[config.mk]
export PLATFORM = sky130hd
export DESIGN_NAME = clr_dpram
export DESIGN_NICKNAME = d
export VERILOG_FILES = /design/src/rtl/clr_dpram_pkg.sv /design/src/rtl/clr_dpram_wr_reg.sv /design/src/rtl/clr_dpram_array.sv /design/src/rtl/clr_dpram_rd_ctrl.sv /design/src/rtl/clr_dpram_out_stage.sv /design/src/rtl/clr_dpram.sv
export SDC_FILE = /design/constraint.sdc
export NUM_CORES = 1
export LEC_CHECK = 0
export BUFFER_PORTS_ARGS = -buffer_cell sky130_fd_sc_hd__buf_4
export CAP_MARGIN = 20
export CORE_UTILIZATION = 62
export DETAILED_ROUTE_END_ITERATION = 16
export HOLD_SLACK_MARGIN = 0.05
export PLACE_DENSITY = 0.79
export SLEW_MARGIN = 30
export SYNTH_ARGS = -nofsm -noshare
export SYNTH_HDL_FRONTEND = slang
export SYNTH_SLANG_ARGS = --single-unit
[constraint.sdc]
create_clock -name clk -period 2.4 [get_ports clk]
set_input_delay 0 -clock clk [delete_from_list [all_inputs] [get_ports clk]]
set_output_delay 0 -clock clk [all_outputs]
set_load 0.02 [all_outputs]
[src/rtl/clr_dpram_pkg.sv]
package clr_dpram_pkg;

    // Read-side recovery state
    typedef enum logic [1:0] {
        ST_CLEAR = 2'd0,   // output forced to zero, waiting for a read
        ST_FETCH = 2'd1,   // read captured after clear, latch loads next
        ST_LIVE  = 2'd2    // normal operation
    } rd_state_e;

endpackage

[src/rtl/clr_dpram_wr_reg.sv]
module clr_dpram_wr_reg #(
    parameter int ADDR_W = 5,
    parameter int DATA_W = 16
) (
    input  logic              clk,
    input  logic              clk_en,
    input  logic              wr_en,
    input  logic [ADDR_W-1:0] wr_addr,
    input  logic [DATA_W-1:0] wr_data,
    output logic              wr_en_q,
    output logic [ADDR_W-1:0] wr_addr_q,
    output logic [DATA_W-1:0] wr_data_q
);

    // Write-side input registers: deliberately outside the clear domain.
    always_ff @(posedge clk) begin
        if (clk_en) begin
            wr_en_q   <= wr_en;
            wr_addr_q <= wr_addr;
            wr_data_q <= wr_data;
        end
    end

endmodule

[src/rtl/clr_dpram_array.sv]
module clr_dpram_array #(
    parameter int ADDR_W = 5,
    parameter int DATA_W = 16
) (
    input  logic              clk,
    input  logic              clk_en,
    input  logic              wr_en_q,
    input  logic [ADDR_W-1:0] wr_addr_q,
    input  logic [DATA_W-1:0] wr_data_q,
    input  logic [ADDR_W-1:0] rd_addr_q,
    output logic [DATA_W-1:0] rd_word
);

    localparam int DEPTH = 1 << ADDR_W;

    logic [DATA_W-1:0] mem [DEPTH];

    // Storage has no clear path at all.
    always_ff @(posedge clk) begin
        if (clk_en && wr_en_q) begin
            mem[wr_addr_q] <= wr_data_q;
        end
    end

    // Lookup of the registered address; sampled by the latch at the same
    // edge the write lands, which yields the old word on a collision.
    assign rd_word = mem[rd_addr_q];

endmodule

[src/rtl/clr_dpram_rd_ctrl.sv]
module clr_dpram_rd_ctrl
    import clr_dpram_pkg::*;
#(
    parameter int ADDR_W = 5
) (
    input  logic              clk,
    input  logic              clk_en,
    input  logic              out_clear,
    input  logic              rd_en,
    input  logic [ADDR_W-1:0] rd_addr,
    output logic [ADDR_W-1:0] rd_addr_q,
    output logic              rd_load,
    output rd_state_e         rd_state
);

    logic      rd_vld_q;
    rd_state_e state_nxt;

    // Read address register and its valid bit: both cleared asynchronously.
    always_ff @(posedge clk or posedge out_clear) begin
        if (out_clear) begin
            rd_addr_q <= '0;
            rd_vld_q  <= 1'b0;
        end else if (clk_en) begin
            rd_addr_q <= rd_addr;
            rd_vld_q  <= rd_en;
        end
    end

    // State register
    always_ff @(posedge clk or posedge out_clear) begin
        if (out_clear) begin
            rd_state <= ST_CLEAR;
        end else begin
            rd_state <= state_nxt;
        end
    end

    // Transitions
    always_comb begin
        state_nxt = rd_state;
        unique case (rd_state)
            ST_CLEAR: if (clk_en && rd_en) state_nxt = ST_FETCH;
            ST_FETCH: if (clk_en)          state_nxt = ST_LIVE;
            ST_LIVE:                       state_nxt = ST_LIVE;
            default:                       state_nxt = ST_CLEAR;
        endcase
    end

    // Outputs: the output latch may load only from a read captured after clear
    always_comb begin
        unique case (rd_state)
            ST_CLEAR: rd_load = 1'b0;
            ST_FETCH: rd_load = rd_vld_q;
            ST_LIVE:  rd_load = rd_vld_q;
            default:  rd_load = 1'b0;
        endcase
    end

endmodule

[src/rtl/clr_dpram_out_stage.sv]
module clr_dpram_out_stage #(
    parameter int DATA_W  = 16,
    parameter bit OUT_REG = 1'b1
) (
    input  logic              clk,
    input  logic              clk_en,
    input  logic              out_clear,
    input  logic              rd_load,
    input  logic [DATA_W-1:0] rd_word,
    output logic [DATA_W-1:0] rd_data
);

    logic [DATA_W-1:0] latch_q;

    // Output latch: cleared asynchronously, released only by an enabled load
    always_ff @(posedge clk or posedge out_clear) begin
        if (out_clear) begin
            latch_q <= '0;
        end else if (clk_en && rd_load) begin
            latch_q <= rd_word;
        end
    end

    generate
        if (OUT_REG) begin : g_out_reg
            logic [DATA_W-1:0] oreg_q;
            always_ff @(posedge clk or posedge out_clear) begin
                if (out_clear) begin
                    oreg_q <= '0;
                end else if (clk_en) begin
                    oreg_q <= latch_q;
                end
            end
            assign rd_data = oreg_q;
        end else begin : g_out_latch
            assign rd_data = latch_q;
        end
    endgenerate

endmodule

[src/rtl/clr_dpram.sv]
module clr_dpram
    import clr_dpram_pkg::*;
#(
    parameter int DATA_W  = 16,
    parameter int ADDR_W  = 5,
    parameter bit OUT_REG = 1'b1
) (
    input  logic              clk,
    input  logic              clk_en,
    input  logic              out_clear,
    input  logic              wr_en,
    input  logic [ADDR_W-1:0] wr_addr,
    input  logic [DATA_W-1:0] wr_data,
    input  logic              rd_en,
    input  logic [ADDR_W-1:0] rd_addr,
    output logic [DATA_W-1:0] rd_data
);

    logic              wr_en_q;
    logic [ADDR_W-1:0] wr_addr_q;
    logic [DATA_W-1:0] wr_data_q;
    logic [ADDR_W-1:0] rd_addr_q;
    logic [DATA_W-1:0] rd_word;
    logic              rd_load;
    rd_state_e         rd_state;

    clr_dpram_wr_reg #(.ADDR_W(ADDR_W), .DATA_W(DATA_W)) u_wr_reg (
        .clk       (clk),
        .clk_en    (clk_en),
        .wr_en     (wr_en),
        .wr_addr   (wr_addr),
        .wr_data   (wr_data),
        .wr_en_q   (wr_en_q),
        .wr_addr_q (wr_addr_q),
        .wr_data_q (wr_data_q)
    );

    clr_dpram_rd_ctrl #(.ADDR_W(ADDR_W)) u_rd_ctrl (
        .clk       (clk),
        .clk_en    (clk_en),
        .out_clear (out_clear),
        .rd_en     (rd_en),
        .rd_addr   (rd_addr),
        .rd_addr_q (rd_addr_q),
        .rd_load   (rd_load),
        .rd_state  (rd_state)
    );

    clr_dpram_array #(.ADDR_W(ADDR_W), .DATA_W(DATA_W)) u_array (
        .clk       (clk),
        .clk_en    (clk_en),
        .wr_en_q   (wr_en_q),
        .wr_addr_q (wr_addr_q),
        .wr_data_q (wr_data_q),
        .rd_addr_q (rd_addr_q),
        .rd_word   (rd_word)
    );

    clr_dpram_out_stage #(.DATA_W(DATA_W), .OUT_REG(OUT_REG)) u_out_stage (
        .clk       (clk),
        .clk_en    (clk_en),
        .out_clear (out_clear),
        .rd_load   (rd_load),
        .rd_word   (rd_word),
        .rd_data   (rd_data)
    );

endmodule

**Word level (Yosys, flattened, before mapping)**

Memory sizes are Yosys's and may differ from the RTL's. A register that Yosys moved wholly into a read port is not among the register bits.
Cells that the tools add are included.

- Mux-type cells: 6
- Equal/unequal tests: 4
- Reductions and logical operators: 6

Operator list:

| kind | number |
|---|---|
| one-hot mux 2 bit (3 select lines) | 1 |
| 2-to-1 mux 2 bit | 2 |
| logical AND 1 bit | 3 |
| 2-to-1 mux 1 bit | 3 |
| == test 2 x 1 -> 1 bit, second input constant | 1 |
| == test 2 bit, second input constant | 1 |
| zero test 2 bit | 1 |
| inequality test 2 x 1 -> 1 bit, second input constant | 1 |
| inequality test 2 bit, second input constant | 1 |
| AND reduction 2 bit | 1 |
| OR reduction 2 bit | 1 |

- Bits in registers: 46
- Output and inout port bits: 16
- Memories kept: 1
- Word-level logic and storage cells: 24
- Memory bits (writable): 512

Memory list:

| memory | depth | bits a word | read ports | clocked after memory_dff | wr ports | RTL line | RTL |
|---|---|---|---|---|---|---|---|
| u_array.mem | 32 | 16 | 1 | 1 | 1 | clr_dpram_array.sv:16 | `logic [DATA_W-1:0] mem [DEPTH];` |

**Logic depth before layout (Yosys ltp)**

- Depth in word-level cells: 4
- Mapped depth: 8

**Hierarchy**

From an unflattened synthesis, not the netlist that was laid out.

- Cell total of the unflattened synthesis: 1247
- Area total of the unflattened synthesis: 22512.8 um^2

By module, submodules not included:

| module | times used | seq. area each (um^2) | cells an instance | area an instance (um^2) |
|---|---|---|---|---|
| clr_dpram_array | 1 | 15374.7 | 1129 | 20218.1 |
| clr_dpram_out_stage | 1 | 800.8 | 69 | 1243.7 |
| clr_dpram_wr_reg | 1 | 660.6 | 22 | 660.6 |
| clr_dpram_rd_ctrl | 1 | 200.2 | 27 | 390.4 |

**Worst setup path before layout**

No wires, ideal clock.

- Path kind: flip-flop to flip-flop
- Start point: register u_wr_reg.wr_addr_q[3]
- End point: memory u_array.mem[17][0] (enable)
- Buffers on the path: 0
- Path slack: 0.323 ns
- Arrival time: 1.689 ns
- Stages on the path, launching flop included: 3
- Path through: edfxtp_1 -> or3b_2 -> nor2_1

RTL lines:

| what | RTL line | RTL |
|---|---|---|
| start, declared | clr_dpram_wr_reg.sv:11 | `output logic [ADDR_W-1:0] wr_addr_q,` |
| start signal, assigned | clr_dpram_wr_reg.sv:19 | `wr_addr_q <= wr_addr;` |
| end, declared | clr_dpram_array.sv:16 |  |

No word-level cell before the write port.

==> key figures <==
Critical path
  – Worst setup EP type: register
  – Worst Setup SP: u_rd_ctrl.rd_addr_q[0]
  – Start of the worst register-to-register path: u_rd_ctrl.rd_addr_q[0]
  – CP arrival: 2.87 ns
  – Startpoint types: register
  – Req. time, crit path: around 2.9 ns
  – FF-to-FF setup slack: -0.0005 ns
  – Crit path capture: u_out_stage.latch_q[0]
  – Reg2reg path depth: 7
  – CP Max Fanout: 21
  – Critical path class: register to register
  – R2r endpoint: u_out_stage.latch_q[0]

STA
  – # setup viols final: 1
  – Aggregate negative setup slack: -0.000481 ns
  – RSZ-0062 raised after global routing: no
  – Clk_skew: 0.0204 ns
  – Setup ws final: -0.000481 ns
  – Final min period: 2.40 ns
  – Worst slew pin tran: 0.721 ns
  – Max_slew headroom: 51.8%
  – Max Transition Viols Final: 0
  – Max Freq: between 0.4 and 0.5 GHz
  – Final Cycle Share: 100%
  – Final Hold Vio Count: 0

Synth
  – Mapped Area: roughly 22,000 um^2
  – Syn_nets: 1,233
  – Seq/Total Area, Yosys: 76.5%
  – EDFF count, synth: 534
  – Main flop type after synthesis: edfxtp_1
  – Cell count after synthesis: 1,199
  – Netlist cell types: 33
  – Post-synthesis async set-or-reset flop share: 6.97%
  – Synth cell count leaders: edfxtp_1, mux2i_1, a22oi_1
  – Synth area leaders: edfxtp_1, mux2i_1, dfrtp_1, a22oi_1, a22o_1
  – FF+latch count, synth: 574
  – Synth top area share: 72.0%
  – Dominant cell by count in the synthesized netlist: edfxtp_1
  – Synth Warn #: 0
  – Syn avg cell area: 18.6 um^2
  – Synth area leader: edfxtp_1

Route
  – Vias per inst: 6.40
  – Initial DRC Count: between 1k and 1.5k
  – First-pass DRT Iterations: 8
  – DR vias: 12.1k
  – Antenna-violating nets left: 0
  – Routed wire per std cell: 26.7 um
  – DRT Wirelength: 50,600 um
  – Residual DRC: 0

Placed design
  – DP Area: 23,900 um^2
  – Dpl hpwl: 29,900 um
  – IO buf count: 46
  – Placer congestion estimate: approximately 0.85

Die
  – Ports: 47
  – Die W: 192 um
  – Die area: between 30,000 and 40,000 um^2
  – Initial Util: ~63%
  – Cell Rows: 69
  – Core box area: 35,500 um^2
  – Die Height: 192 um

Finish
  – # diodes: 0
  – Area Overhead vs Synth: 16.9%
  – Fraction of layout cells with a size suffix above 1: 21.7%
  – Post-Layout Inst Area: 26,000 um^2
  – Final nets: between 1k and 1.5k

CTS
  – Deepest clock path buffer count: 3
  – Clock insertion delay at the later pin of the skew report: 0.58 ns
  – CTS H-tree lvls: 2
  – Number of CTS-inserted buffers: 54
  – CTS Root Cell: clkbuf_16
  – CTS tree: built
  – Clock transition at the registers of the reported paths: about 0.060 ns
  – Sink Count: 574

Global route
  – Total global-route track usage: 28.4%
  – Pin count of the biggest net entering global routing: 36
  – Vias in the first global route: 12.1k
  – Initial antenna violation count: 1
  – First-pass GRT wire length: around 74,000 um
  – GRT overflow: 0

Worst hold path
  – HP Class: primary input to register
  – Hold wc startpoint: clk_en

Power and ir drop
  – VDD IR max: 749 uV
  – Leakage power: around 9.4 nW
  – Power Dens Cells: 884 nW/um^2

Run status
  – Outcome: finished, violations left
  – Failing checks: negative setup slack

Flow run
  – Max-cap violations: 0
-- state kept, by name, summed over array words and instances (netlist names) --
name and flops:
u_array.mem 512, u_out_stage.latch_q 16, u_out_stage.rd_data 16, u_wr_reg.wr_data_q 16
u_rd_ctrl.rd_addr_q 5, u_wr_reg.wr_addr_q 5, u_rd_ctrl.rd_state 2, u_rd_ctrl.rd_vld_q 1
u_wr_reg.wr_en_q 1
-- worst max-delay path, stage by stage, from the launching register on --
cell	delay (ns)
dfrtp_4	0.57
buf_4	0.18
buf_12	0.16
mux2i_1	0.13
a22o_1	0.24
a221oi_1	0.45
o22ai_1	0.19
o41ai_2	0.37
-- logic make-up after synthesis --
| family | Yosys count | synth area share [%] |
|---|---|---|
| compound gates | 195 | 7.21 |
| fa+ha+maj | 3 | 0.169 |
| buf+inv | 73 | 2.02 |
| flops | 574 | 76.5 |
| mux | 278 | 12.6 |
| simple gates | 76 | 1.52 |
-- routing by layer --
layer,vias up,track usage [%],share of wire [%]
li1,5217,-,-
met1,6216,38.9,39
met2,590,46.9,50
met3,91,4.04,8.3
met4,0,10.5,3.2
met5,-,0,0
-- through the flow --
stage / util (%) / hold WS [ns] / std cells / setup slack (ns) / total power (W)
floorplan: - / 0.0989 / 1199 / 0.323 / 0.0135
global placement: 67.1 / 0.0544 / 1755 / 0.00959 / 0.0146
detailed placement: 67.3 / 0.0568 / 1759 / -0.0997 / 0.0147
CTS: 73.3 / 0.0616 / 1894 / 0.0264 / 0.0231
global route: 73.4 / 0.0851 / 1894 / 0.0130 / 0.0237
finish: 73.4 / 0.0931 / 1894 / -0.000481 / 0.0230
-- final cells by class --
cell class              count  area (um^2)
clock buffers              73         1480
clock inverters            26          280
fillers                  1979         9440
inverters                   3         11.3
multi-input cells         552         4860
flip-flops and latches    574        17000
well taps                 461          577
repair buffers            205         1790
-- worst min path at each step --
stage                              endpoint  slack (ns)  depth (start not counted)
global route         u_out_stage.rd_data[7]        0.09                          3
global placement     u_rd_ctrl.rd_addr_q[4]        0.05                          2
detailed placement   u_rd_ctrl.rd_addr_q[4]        0.06                          2
CTS                 u_out_stage.rd_data[12]        0.06                          3
floorplan             u_wr_reg.wr_addr_q[0]         0.1                          0
finish              u_out_stage.rd_data[12]        0.09                          3
-- timing repair --
item,in CTS,in global routing
hold buffers,30,0
gates resized for setup,0,7
endpoints found under the setup margin,3,7
setup buffers,6,0
pin swaps,0,1
hold endpoints to repair,70,0
-- placed cells by master, fill, tap and decap left out, types with 15 or more instances in the layout --
cell,count
a21oi_1,35
a221oi_1,21
a22o_1,32
a22oi_1,63
buf_4,159
clkbuf_16,55
dfrtp_1,39
dlygate4sd3_1,30
edfxtp_1,534
mux2_2,22
mux2i_1,256
nand2_1,20
nor2_1,37
o22ai_1,15
o41ai_2,15
-- report_power, final --
group,switching [W],internal [W]
Clock,0.00347,0.00496
Sequential,0.000330,0.0114
Combinational,0.00165,0.00125
Note: power is estimated with default switching activity, not from simulation.
